==> src/rtl/quad_decoder.sv <==
module quad_decoder #(
  parameter int CNT_W = 16,
  parameter int FLT_W = 4,
  parameter int WD_W  = 16,
  parameter int BUS_W = 16
) (
  input  logic             clk,
  input  logic             rst_n,
  input  logic             phase_a,
  input  logic             phase_b,
  input  logic             index_in,
  input  logic             home_in,
  input  logic [2:0]       bus_addr,
  input  logic             bus_wr,
  input  logic             bus_rd,
  input  logic [BUS_W-1:0] bus_wdata,
  output logic [BUS_W-1:0] bus_rdata,
  output logic [CNT_W-1:0] position,
  output logic [CNT_W-1:0] difference,
  output logic             direction,
  output logic [3:0]       flags
);
  localparam logic [2:0] A_CTRL = 3'd0, A_POS = 3'd1, A_DIFF = 3'd2, A_TMO = 3'd3, A_FLAG = 3'd4;

  logic [3:0] sync1, sync2, filt, accept, filt_nx;
  logic [FLT_W-1:0] flt_len;
  logic idx_clr, home_clr, wd_en;
  logic [WD_W-1:0] wd_to, wd_cnt;
  logic [CNT_W-1:0] pos_q, diff_q;
  logic dir_q;
  logic [3:0] flag_q;

  for (genvar g = 0; g < 4; g++) begin : g_flt
    logic [FLT_W-1:0] run;
    assign accept[g] = (sync2[g] != filt[g]) && (run == flt_len);
    always_ff @(posedge clk or negedge rst_n)
      if (!rst_n) run <= '0;
      else if (sync2[g] == filt[g] || accept[g]) run <= '0;
      else run <= run + 1'b1;
  end

  assign filt_nx = filt ^ accept;

  wire illegal  = accept[0] & accept[1];
  wire stepped  = accept[0] ^ accept[1];
  wire step_up  = filt[0] ^ filt_nx[1];
  wire idx_rise = accept[2] & filt_nx[2];
  wire hom_rise = accept[3] & filt_nx[3];
  wire pos_clr  = (idx_rise & idx_clr) | (hom_rise & home_clr);
  wire pos_wr   = bus_wr && bus_addr == A_POS;
  wire diff_rd  = bus_rd && bus_addr == A_DIFF;
  wire flag_wr  = bus_wr && bus_addr == A_FLAG;
  wire wd_fire  = wd_en && !stepped && wd_to != '0 && wd_cnt == wd_to;
  wire [CNT_W-1:0] delta = stepped ? (step_up ? CNT_W'(1) : {CNT_W{1'b1}}) : '0;

  always_ff @(posedge clk or negedge rst_n)
    if (!rst_n) begin
      sync1 <= '0; sync2 <= '0; filt <= '0;
    end else begin
      sync1 <= {home_in, index_in, phase_b, phase_a};
      sync2 <= sync1;
      filt  <= filt_nx;
    end

  always_ff @(posedge clk or negedge rst_n)
    if (!rst_n) begin
      flt_len <= '0; idx_clr <= 1'b0; home_clr <= 1'b0; wd_en <= 1'b0; wd_to <= '0;
    end else if (bus_wr) begin
      if (bus_addr == A_CTRL) begin
        idx_clr  <= bus_wdata[0];
        home_clr <= bus_wdata[1];
        wd_en    <= bus_wdata[2];
        flt_len  <= bus_wdata[4 +: FLT_W];
      end
      if (bus_addr == A_TMO) wd_to <= bus_wdata[WD_W-1:0];
    end

  always_ff @(posedge clk or negedge rst_n)
    if (!rst_n) begin
      pos_q <= '0; diff_q <= '0; dir_q <= 1'b0;
    end else begin
      if (pos_clr)     pos_q <= '0;
      else if (pos_wr) pos_q <= bus_wdata[CNT_W-1:0];
      else             pos_q <= pos_q + delta;
      diff_q <= diff_rd ? delta : diff_q + delta;
      if (stepped) dir_q <= step_up;
    end

  always_ff @(posedge clk or negedge rst_n)
    if (!rst_n) wd_cnt <= '0;
    else if (!wd_en || stepped || wd_to == '0 || wd_fire) wd_cnt <= '0;
    else wd_cnt <= wd_cnt + 1'b1;

  always_ff @(posedge clk or negedge rst_n)
    if (!rst_n) flag_q <= '0;
    else flag_q <= (flag_q & ~(flag_wr ? bus_wdata[3:0] : 4'h0))
                 | {wd_fire, hom_rise, idx_rise, illegal};

  always_comb
    case (bus_addr)
      A_CTRL:  bus_rdata = BUS_W'({flt_len, 1'b0, wd_en, home_clr, idx_clr});
      A_POS:   bus_rdata = BUS_W'($signed(pos_q));
      A_DIFF:  bus_rdata = BUS_W'($signed(diff_q));
      A_TMO:   bus_rdata = BUS_W'(wd_to);
      A_FLAG:  bus_rdata = BUS_W'(flag_q);
      default: bus_rdata = '0;
    endcase

  assign position   = pos_q;
  assign difference = diff_q;
  assign direction  = dir_q;
  assign flags      = flag_q;

  AST_FILTER_HOLD: assert property (@(posedge clk) disable iff (!rst_n)
    (sync2 == filt) |=> $stable(filt));
  AST_STEP_ONE: assert property (@(posedge clk) disable iff (!rst_n)
    (stepped && !pos_clr && !pos_wr) |=>
      (position == $past(position) + CNT_W'(1) || position == $past(position) - CNT_W'(1)));
  AST_ILLEGAL_HOLD: assert property (@(posedge clk) disable iff (!rst_n)
    (illegal && !pos_clr && !pos_wr) |=> ($stable(position) && flags[0]));
  AST_CLEAR_ZERO: assert property (@(posedge clk) disable iff (!rst_n)
    pos_clr |=> position == '0);
  AST_DIFF_CLEARED: assert property (@(posedge clk) disable iff (!rst_n)
    (diff_rd && !stepped) |=> difference == '0);
  AST_WD_ALARM: assert property (@(posedge clk) disable iff (!rst_n)
    wd_fire |=> flags[3]);
  AST_FLAG_STICKY: assert property (@(posedge clk) disable iff (!rst_n)
    !flag_wr |=> ((flags & $past(flags)) == $past(flags)));
endmodule

==> config.mk <==
export PLATFORM = sky130hd
export DESIGN_NAME = quad_decoder
export DESIGN_NICKNAME = d
export VERILOG_FILES = /design/src/rtl/quad_decoder.sv
export SDC_FILE = /design/constraint.sdc
export NUM_CORES = 1
export LEC_CHECK = 0
export BUFFER_PORTS_ARGS = -buffer_cell sky130_fd_sc_hd__buf_4
export CELL_PAD_IN_SITES_DETAIL_PLACEMENT = 1
export CELL_PAD_IN_SITES_GLOBAL_PLACEMENT = 1
export CORE_MARGIN = 8
export CORE_UTILIZATION = 46
export DETAILED_ROUTE_END_ITERATION = 8
export HOLD_SLACK_MARGIN = 0.05
export PLACE_DENSITY = 0.92
export REMOVE_ABC_BUFFERS = 1
export SLEW_MARGIN = 0
export SYNTH_ARGS = -nofsm -noshare
export SYNTH_HDL_FRONTEND = slang
export SYNTH_SLANG_ARGS = --single-unit
==> constraint.sdc <==
create_clock -name clk -period 4.9 [get_ports clk]
set_input_delay 0.98 -clock clk [delete_from_list [all_inputs] [get_ports clk]]
set_output_delay 0.98 -clock clk [all_outputs]
set_load 0.005 [all_outputs]
# Word level (Yosys, flattened, before mapping)
# Index checks and enable logic that the tools add are counted.
# W data, S select, Z words.
[op_classes]
n_addsub = 7
eq_ne = 17
muxes = 12
bitwise_logic = 12
reduce_logical = 24
[ops]
columns = ["cell", "count"]
rows = [
  ["$mux W16", 6],
  ["$pmux W16 S5", 1],
  ["$add A16 B16 Y16", 2],
  ["$mux W4", 5],
  ["$add A16 B1 Y16 const B", 1],
  ["$add A4 B1 Y4 const B", 4],
  ["$eq A16 B16 Y1", 1],
  ["$eq A4 B4 Y1", 4],
  ["$logic_not A16 Y1", 1],
  ["$reduce_bool A16 Y1", 1],
  ["$logic_and A1 B1 Y1", 10],
  ["$logic_or A1 B1 Y1", 7],
  ["$eq A3 B2 Y1 const B", 2],
  ["$and A1 B1 Y1", 5],
  ["$and A4 B4 Y4", 1],
  ["$eq A1 B1 Y1", 4],
  ["$ne A1 B1 Y1", 4],
  ["$not A4 Y4", 1],
  ["$or A4 B4 Y4", 1],
  ["$reduce_and A2 Y1", 2],
  ["$xor A4 B4 Y4", 1],
  ["$eq A3 B1 Y1 const B", 1],
  ["$eq A3 B3 Y1 const B", 1],
  ["$logic_not A3 Y1", 1],
  ["other kinds (3)", 5],
]
[totals]
regBits = 104
in_bits = 27
output_inout_bits = 53
elab_cells = 89

# Logic depth before layout (Yosys ltp)
# Gate-level depths: netlist (run 1).
[logic_depth]
word_depth = 9
depth_mapped = 18
depth_no_buf = 17

# Worst setup path after synthesis (run 1)
# No wires, ideal clock.
[synth_path]
kind = "register -> register"
from = "reg flt_len[2]"
to = "reg diff_q[15], in the netlist difference[15]"
setup_ns = 0.080
t_arrival_ns = 3.697
t_required_ns = 4.820
path_slack_ns = 1.123
path_stages_with_launch = 19
path_cell_list = "dfrtp_1 > buf_6 > xnor2_1 > nand4_2 > nor2_1 > ha_1 > nand2b_1 > nor2_1 > o21ai_0 > and2_4 > clkinv_4 > ha_1 > and3_1 > and4_1 > a22oi_2 > nand3b_1 > or4b_1 > o211ai_1 > xnor2_1"
[synth_via]
elab_cells_between_ends = 11
cone_classes = "1 x add/sub; 2 x eq/ne; 3 x mux; 3 x bitwise; 2 x reduce/logical"
[synth_lines]
columns = ["element", "line", "text"]
rows = [
  ["start, declared", "26", "logic [FLT_W-1:0] flt_len;"],
  ["start signal, assigned", "73", "flt_len <= bus_wdata[4 +: FLT_W];"],
  ["$eq A4 B4 Y1", "35", "assign accept[g] = (sync2[g] != filt[g]) && (run == flt_len);"],
  ["$logic_and A1 B1 Y1", "35", ""],
  ["$xor A1 B1 Y1 *", "45", "wire stepped = accept[0] ^ accept[1];"],
  ["net stepped", "45", ""],
  ["$mux W16 *", "54", "wire [CNT_W-1:0] delta = stepped ? (step_up ? CNT_W'(1) : {CNT_W{1'b1}}) : '0;"],
  ["$add A16 B16 Y16", "85", "diff_q <= diff_rd ? delta : diff_q + delta;"],
  ["$mux W16 *", "85", ""],
  ["end signal, assigned", "85", ""],
  ["end, declared", "29", "logic [CNT_W-1:0] pos_q, diff_q;"],
]
# The timed path passes the listed nets; every way through them passes the cells marked *.
# A chain may end at the register's enable or synchronous reset.

# Final worst setup path (run 1)
[layout_path]
from = "reg flt_len[0]"
to = "reg pos_q[11], in the netlist position[11]"
[layout_via]
elab_cells_between_ends = 21
cone_classes = "1 x add/sub; 4 x eq/ne; 4 x mux; 8 x bitwise; 4 x reduce/logical"
[layout_lines]
columns = ["element", "line", "text"]
rows = [
  ["$eq A4 B4 Y1", "35", ""],
  ["$logic_and A1 B1 Y1", "35", ""],
  ["$xor A1 B1 Y1 *", "45", ""],
  ["net stepped", "45", ""],
  ["$mux W16 *", "54", ""],
  ["$add A16 B16 Y16 *", "84", "else pos_q <= pos_q + delta;"],
  ["$mux W16 *", "83", "else if (pos_wr) pos_q <= bus_wdata[CNT_W-1:0];"],
  ["$mux W16 *", "82", "if (pos_clr) pos_q <= '0;"],
  ["end signal, assigned", "83", ""],
  ["end signal, assigned", "84", ""],
  ["end, declared", "29", ""],
]
# Marked as above.

==> summary.txt, run 1 <==
Status
  • Status: complete, no violations

Routing
  • Final ANT Viol Nets: 0
  • Via density: 6.05
  • Pre-antenna DRT Iters: 7
  • Drt total wl: between 20 and 25 mm
  • Via count: 5431
  • Initial DRC Count: 347
  • Post-DR wirelength/cell: about 23 um
  • DRC Markers: 0

Worst hold path
  • Hold depth: 0
  • Hold endpoint: sync2[3]$_DFF_PN0_
  • Origin of the worst min-delay path: sync1[3]$_DFF_PN0_
  • Hold Crit Class: flip-flop to flip-flop

CTS
  • Post-CTS Hold Buffers: 0
  • CTS tree: yes
  • CTS sink count: 104
  • Num CTS Buffers: 9
  • Clock slew at reported path FFs: about 0.070 ns
  • Clk_lat worst skew: 0.36 ns
  • CTS Buffer Depth: 2
  • Root buffer cell: clkbuf_16
  • H-tree depth reported by CTS: 3

Worst setup path
  • Largest stage delay, worst path: 0.49 ns
  • Reg2reg start: flt_len[0]$_DFFE_PN0P_
  • RR Endpoint: position[11]$_DFF_PN0_
  • Buffers plus inverters on the worst setup path: 1
  • WP data arrival: between 4 and 5 ns
  • Crit path from: flt_len[0]$_DFFE_PN0P_
  • Kind of start point of the critical path: flip-flop
  • CP Capture Type: flip-flop
  • CP Data Required Time: 5.14 ns
  • CP Class: flip-flop to flip-flop
  • R2r setup slk: between 0.4 and 0.5 ns
  • FF-to-FF path depth: 17
  • Crit-path max FO: 31
  • Worst-path cell chain: xnor2_1 > nand4_2 > nor2_1 > ha_1 > nand2b_1 > nor2_1 > o21ai_0 > and2_4 > inv_8 > ha_1 > a211oi_2 > o21ai_0 > a21oi_1 > o21ai_1 > a31oi_1 > xor2_1 > a211oi_1
  • CP delay by family, top: compound AO/OA/AOI/OAI gates
  • Slowest cell on the critical path: dfrtp_1

Yosys
  • Post-synth top area cell: dfrtp_1
  • Post-synthesis register bit count: 104
  • Post-synthesis sequential area ratio: 0.407
  • Post-synth top area share: 0.407
  • Top FF cell, synth: dfrtp_1
  • Syn. warnings: 0
  • Most frequent cell after synthesis: dfrtp_1
  • Mapped Avg Cell Area: 9.88 um^2
  • Area contributors post-synth: dfrtp_1 41%, xnor2_1 7.3%, ha_1 7.0%
  • EDFF count, synth: 0
  • Count of different cell masters after synthesis: 56
  • Cell count after synthesis: 647
  • Commonest cells in the netlist: 104 x dfrtp_1, 66 x nor2_1, 53 x xnor2_1
  • Synthesized area: roughly 0.0064 mm^2
  • Async set-reset flop share out of synthesis: 1.00

STA
  • Clock Skew: ~0.0066 ns
  • Tightest Pin Transition: 0.919 ns
  • Tcrit/Tclk final: 0.908
  • Final TNS setup: 0 ns
  • Final Critical Period: 4.45 ns
  • Final Hold Fails: 0
  • Setup violations, final: 0
  • Post-route worst setup slack: 0.452 ns
  • Unrepaired setup endpoints after global routing: no
  • Max-slew violation count: 0
  • Relative slew slack: 0.387
  • FMAX: 225 MHz

Die
  • FP Rows: 43
  • CORE AREA: 0.0137 mm^2
  • Initial Util: 0.466
  • Die width: 134 um
  • Full die area: roughly 0.018 mm^2
  • I/O pin total: 80
  • DIE HEIGHT: about 130 um

Final layout
  • Layout cells sized above 1: 0.208
  • Diodes inserted: 0
  • Layout area overhead: 15.7%
  • Nets@finish: 778

Global routing
  • Antenna violations before repair: 0
  • Largest net degree at the start of global routing: 71
  • First-pass GRT wire length: 33.5 mm
  • GRT Util Overall: 0.238
  • GR Overflow Total: 0
  • Vias in the first global route: around 6000

Placement
  • RD Place Congestion: 0.886
  • IO Port Bufs: 79
  • Dpl ws: 0.307 ns
  • Post-DP HPWL: about 16 mm

Power
  • Final Power: 4.53 mW
  • LEAKAGE: around 3.4 nW
  • Worst vdd ir: 283 uV
  • Cell Pwr Density: 612 mW/mm^2

Run
  • Maxcap violations: 0
[state kept, by name, indices dropped and copies added (netlist names), named ones only]
| register | count |
|---|---|
| home_clr | 1 |
| wd_cnt | 16 |
| flt_len | 4 |
| wd_en | 1 |
| difference | 16 |
| filt | 1 |
| sync2 | 4 |
| position | 16 |
| sync1 | 4 |
| g_flt.run | 16 |
| direction | 1 |
| flags | 4 |
| wd_to | 16 |
| idx_clr | 1 |
[repair_timing]
item                       in CTS  in global routing
buffers inserted                0                  0
gates resized for setup         0                  3
setup endpoints to repair       0                  2
[layout by cell type, fill, tap and decap left out, types with 5 or more instances in the layout]
master / count
dfrtp_1: 104
buf_4: 82
nor2_1: 66
xnor2_1: 53
nand2_1: 47
mux2_2: 38
ha_1: 36
a21oi_1: 33
o21ai_0: 30
xor2_1: 24
nand3_1: 19
inv_1: 16
and3_1: 14
a21o_1: 13
nand4_1: 12
nor2b_1: 11
a22oi_1: 9
clkbuf_16: 9
nand2b_1: 7
mux2i_1: 7
a211oi_1: 6
nor4_1: 6
o21bai_1: 5
o22ai_1: 5
or3_1: 5
nor3_1: 5
[through the flow]
stage                      util  area, um^2  instances  hold slack, ns
final                     0.539        7390        898           0.355
after global routing      0.539        7390        898           0.362
after CTS                 0.538        7380        898           0.355
after detailed placement  0.518        7110        882           0.340
after global placement    0.518        7110        882           0.333
after floorplan               -        6260        620           0.331
[layer usage]
layer | global-route usage | vias to the layer above | share of wire
met4 | 0.117 | 0 | 0.040
li1 | - | 2425 | -
met1 | 0.274 | 2794 | 0.40
met5 | 0 | - | 0
met2 | 0.420 | 156 | 0.52
met3 | 0.0374 | 56 | 0.036
[report_power, final]
part,leakage [nW],switching (mW),internal (mW)
clock,0.134,0.335,0.355
combinational,1.98,1.24,1.09
sequential,1.29,0.379,1.13
total,3.40,1.95,2.57
[worst max path at each step]
stage	slack [ns]	cells past startpoint	endpoint
2_1_floorplan	1.14	17	difference[15]$_DFF_PN0_
3_3_place_gp	0.74	17	difference[15]$_DFF_PN0_
3_5_place_dp	0.31	17	position[11]$_DFF_PN0_
4_1_cts	0.25	17	position[11]$_DFF_PN0_
5_1_grt	0.08	17	position[11]$_DFF_PN0_
6_report	0.45	17	position[11]$_DFF_PN0_
[area by class of cell]
type | instances | area (um^2)
Fill cell | 1563 | 6330
Multi-Input combinational cell | 499 | 3600
Sequential cell | 104 | 2600
Timing Repair Buffer | 82 | 616
Clock buffer | 10 | 239
Tap cell | 180 | 225
Inverter | 17 | 71.3
Clock inverter | 6 | 35.0
[worst reg2reg max path: cells and delay by family (launching register included)]
family | cells | cell delay (ns)
and+or+nand+nor | 5 | 0.92
buffers and inverters | 1 | 0.11
xor gates and xnor gates | 2 | 0.39
AOI/OAI and AO/OA | 7 | 1.72
adders and majority gates | 2 | 0.67
DFF | 1 | 0.49
[logic make-up (layout without fill, tap and decap cells)]
family,count (synthesis),after routing,share of synthesized area
buffers and inverters,44,115,0.0307
AOI/OAI and AO/OA,130,130,0.131
and+or+nand+nor,205,205,0.156
DFF,104,104,0.407
xor gates and xnor gates,77,77,0.106
adders and majority gates,38,38,0.0768
muxes,49,49,0.0920
Power figures use the tool's default switching activity.
==> run 2: changes to the inputs <==
--- a/config.mk
+++ b/config.mk
@@ -9,10 +9,12 @@
 export CELL_PAD_IN_SITES_DETAIL_PLACEMENT = 1
 export CELL_PAD_IN_SITES_GLOBAL_PLACEMENT = 1
 export CORE_MARGIN = 8
-export CORE_UTILIZATION = 46
+export CORE_UTILIZATION = 47
+export CTS_BUF_LIST = sky130_fd_sc_hd__clkbuf_4
 export DETAILED_ROUTE_END_ITERATION = 8
+export GPL_TIMING_DRIVEN = 0
 export HOLD_SLACK_MARGIN = 0.05
-export PLACE_DENSITY = 0.92
+export PLACE_DENSITY = 0.94
 export REMOVE_ABC_BUFFERS = 1
 export SLEW_MARGIN = 0
 export SYNTH_ARGS = -nofsm -noshare
==> run 2 against run 1 <==
Fmax down 7.6%. Largest power group unchanged. Critical path depth unchanged. Clock skew up 0.016 ns. Clock power is 13% lower.
==> summary.txt, run 2 (synthesis results as in run 1) <==
Status
  • Status: complete, no violations (unchanged)

Routing
  • Via density: 6.50 (was 6.05)
  • Via count: 5815 (was 5431)
  • Drt total wl: 23.3 mm (was 21.0 mm)
  • Wire length on met3: 1.66 mm (was 759 um)
  • Pre-antenna DRT Iters: 8 (was 7)
  • Max layer used: met4 (unchanged)
  • Met2 WL post-DR: 11.8 mm (was 11.0 mm)
  • DRC Markers: 0 (unchanged)
  • Initial DRC Count: 627 (was 347)
  • Final ANT Viol Nets: 0 (unchanged)
  • WL met1: 8.46 mm (was 8.42 mm)
  • Post-DR wirelength/cell: 26.1 um (was 23.4 um)

STA
  • Post-route worst setup slack: 0.0877 ns (was 0.452 ns)
  • FMAX: 208 MHz (was 225 MHz)
  • Setup violations, final: 0 (unchanged)
  • Final TNS setup: 0 ns (unchanged)
  • WHS: 0.342 ns (was 0.355 ns)
  • Final Hold Fails: 0 (unchanged)
  • Clock Skew: 0.0230 ns (was 0.00664 ns)
  • Relative slew slack: 0.338 (was 0.387)
  • Tightest Pin Transition: 0.990 ns (was 0.919 ns)
  • Tcrit/Tclk final: 0.982 (was 0.908)
  • Max-slew violation count: 0 (unchanged)
  • Final Critical Period: 4.81 ns (was 4.45 ns)

Die
  • CORE AREA: 0.0132 mm^2 (was 0.0137 mm^2)
  • Die width: 133 um (was 134 um)
  • Initial Util: 0.483 (was 0.466)
  • FP Rows: 42 (was 43)
  • I/O pin total: 80 (unchanged)
  • Full die area: 0.0176 mm^2 (was 0.0179 mm^2)
  • DIE HEIGHT: 133 um (was 134 um)

Worst setup path
  • CP delay by family, top: compound AO/OA/AOI/OAI gates (unchanged)
  • Largest stage delay, worst path: 0.56 ns (was 0.49 ns)
  • Worst-path cell chain: xnor2_1 > nand4_1 > nor2b_1 > ha_1 > nand2b_1 > nor2_1 > o21ai_0 > and2_4 > clkinv_8 > ha_1 > a211o_1 > a21oi_1 > nor2_1 > o2111ai_1 > a31oi_1 > or4_4 > o211ai_2 (was xnor2_1 > nand4_2 > nor2_1 > ha_1 > nand2b_1 > nor2_1 > o21ai_0 > and2_4 > inv_8 > ha_1 > a211oi_2 > o21ai_0 > a21oi_1 > o21ai_1 > a31oi_1 > xor2_1 > a211oi_1)
  • Slowest cell on the critical path: dfrtp_2 (was dfrtp_1)
  • Kind of start point of the critical path: flip-flop (unchanged)
  • Crit-path max FO: 31 (unchanged)
  • CP Class: flip-flop to flip-flop (unchanged)
  • CP Capture Type: flip-flop (unchanged)
  • Buffers plus inverters on the worst setup path: 1 (unchanged)
  • CP Data Required Time: 5.34 ns (was 5.14 ns)
  • WP data arrival: 5.25 ns (was 4.69 ns)

Final layout
  • Multi-input gate area in the final layout: 0.00364 mm^2 (was 0.00360 mm^2)
  • Final core occ: 0.557 (was 0.539)
  • FF+latch area: 0.00261 mm^2 (was 0.00260 mm^2)
  • Layout fillers: 1477 (was 1563)
  • Layout area overhead: 15.4% (was 15.7%)
  • Commonest non-fill, non-tap cell in the layout: dfrtp_1 (unchanged)
  • Most frequent cells in the layout: 100 x dfrtp_1, 80 x buf_4, 66 x nor2_1 (was 104 x dfrtp_1, 82 x buf_4, 66 x nor2_1)
  • Layout cells sized above 1: 0.220 (was 0.208)
  • Nets@finish: 778 (unchanged)

Global routing
  • Largest net degree at the start of global routing: 105 (was 71)
  • Vias in the first global route: 6128 (was 6008)
  • First-pass GRT wire length: 34.9 mm (was 33.5 mm)
  • GRT Util Overall: 0.250 (was 0.238)
  • GR Overflow Total: 0 (unchanged)
  • Antenna violations before repair: 1 (was 0)

CTS
  • CTS tree: yes (unchanged)
  • Clk_lat worst skew: 0.52 ns (was 0.36 ns)
  • Root buffer cell: clkbuf_4 (was clkbuf_16)
  • H-tree depth reported by CTS: 3 (unchanged)
  • CTS Buffer Depth: 2 (unchanged)
  • Clock slew at reported path FFs: 0.18 ns (was 0.07 ns)
  • Num CTS Buffers: 9 (unchanged)
  • CTS sink count: 104 (unchanged)

Worst hold path
  • Hold Crit Class: input pin to asynchronous set/reset pin (was flip-flop to flip-flop)

Placement
  • Dpl ws: -0.111 ns (was 0.307 ns)
  • RD Place Congestion: 0.919 (was 0.886)
  • Post-DP HPWL: 15.7 mm (was 16.2 mm)
  • IO Port Bufs: 79 (unchanged)

Power
  • Final Power: 4.62 mW (was 4.53 mW)
  • Worst vdd ir: 294 uV (was 283 uV)
  • LEAKAGE: 3.39 nW (was 3.40 nW)
  • Cell Pwr Density: 627 mW/mm^2 (was 612 mW/mm^2)

Run
  • Maxcap violations: 0 (unchanged)
run 2: cell types whose count changed in the layout (fill, tap and decap cells not counted), sizes merged:
cell / before / now
inv: 17 / 18
clkinvlp: 2 / 0
bufinv: 0 / 3
clkinv: 4 / 2
diode: 0 / 1
run 2: layer usage:
layer | up-vias | GRT usage
met2 | 340 | 0.432
met5 | - | 0
met4 | 0 | 0.160
li1 | 2433 | -
met3 | 138 | 0.0352
met1 | 2904 | 0.285
run 2: final cells by class:
cell class | count | share of cell area
inverters | 17 | 0.0104
well taps | 176 | 0.0299
repair buffers | 82 | 0.0867
multi-input cells | 499 | 0.493
clock buffers | 10 | 0.0102
clock inverters | 6 | 0.0156
flip-flops and latches | 104 | 0.354
diodes | 1 | 0.000339
run 2: final timing paths:
kind | startpoint | depth (start not counted) | slack (ns) | to
max | flt_len[2]$_DFFE_PN0P_ | 17 | 0.09 | position[15]$_DFF_PN0_
min | rst_n | 1 | 0.34 | difference[9]$_DFF_PN0_
max reg2reg | flt_len[2]$_DFFE_PN0P_ | 17 | 0.09 | position[15]$_DFF_PN0_
min reg2reg | sync1[0]$_DFF_PN0_ | 0 | 0.38 | sync2[0]$_DFF_PN0_
max in group asynchronous | rst_n | 2 | 3.88 | flt_len[3]$_DFFE_PN0P_
min in group clk | sync1[0]$_DFF_PN0_ | 0 | 0.38 | sync2[0]$_DFF_PN0_
run 2: timing repair:
action	4_1_cts	5_1_grt
buffers inserted	0	2
hold buffers	0	0
pin swaps	0	1
endpoints found under the setup margin	2	9
resized for setup	4	9
run 2: worst reg2reg max path: cells and delay by family, from the launching register on:
family / cells / cell delay, ns
AOI/OAI and AO/OA: 6 / 1.56
and+or+nand+nor: 7 / 1.46
adders and majority gates: 2 / 0.79
DFF: 1 / 0.56
xor gates and xnor gates: 1 / 0.18
buffers and inverters: 1 / 0.16
run 2: power breakdown:
group	switching (mW)	internal (mW)	total [mW]
Combinational	1.41	1.11	2.52
Sequential	0.381	1.12	1.50
Clock	0.329	0.268	0.597
run 2: per-stage QoR:
| stage | instances | cell area, um^2 |
|---|---|---|
| 2_1_floorplan | 620 | 6260 |
| 3_3_place_gp | 875 | 7080 |
| 3_5_place_dp | 875 | 7090 |
| 4_1_cts | 891 | 7300 |
| 5_1_grt | 895 | 7370 |
| 6_report | 895 | 7370 |
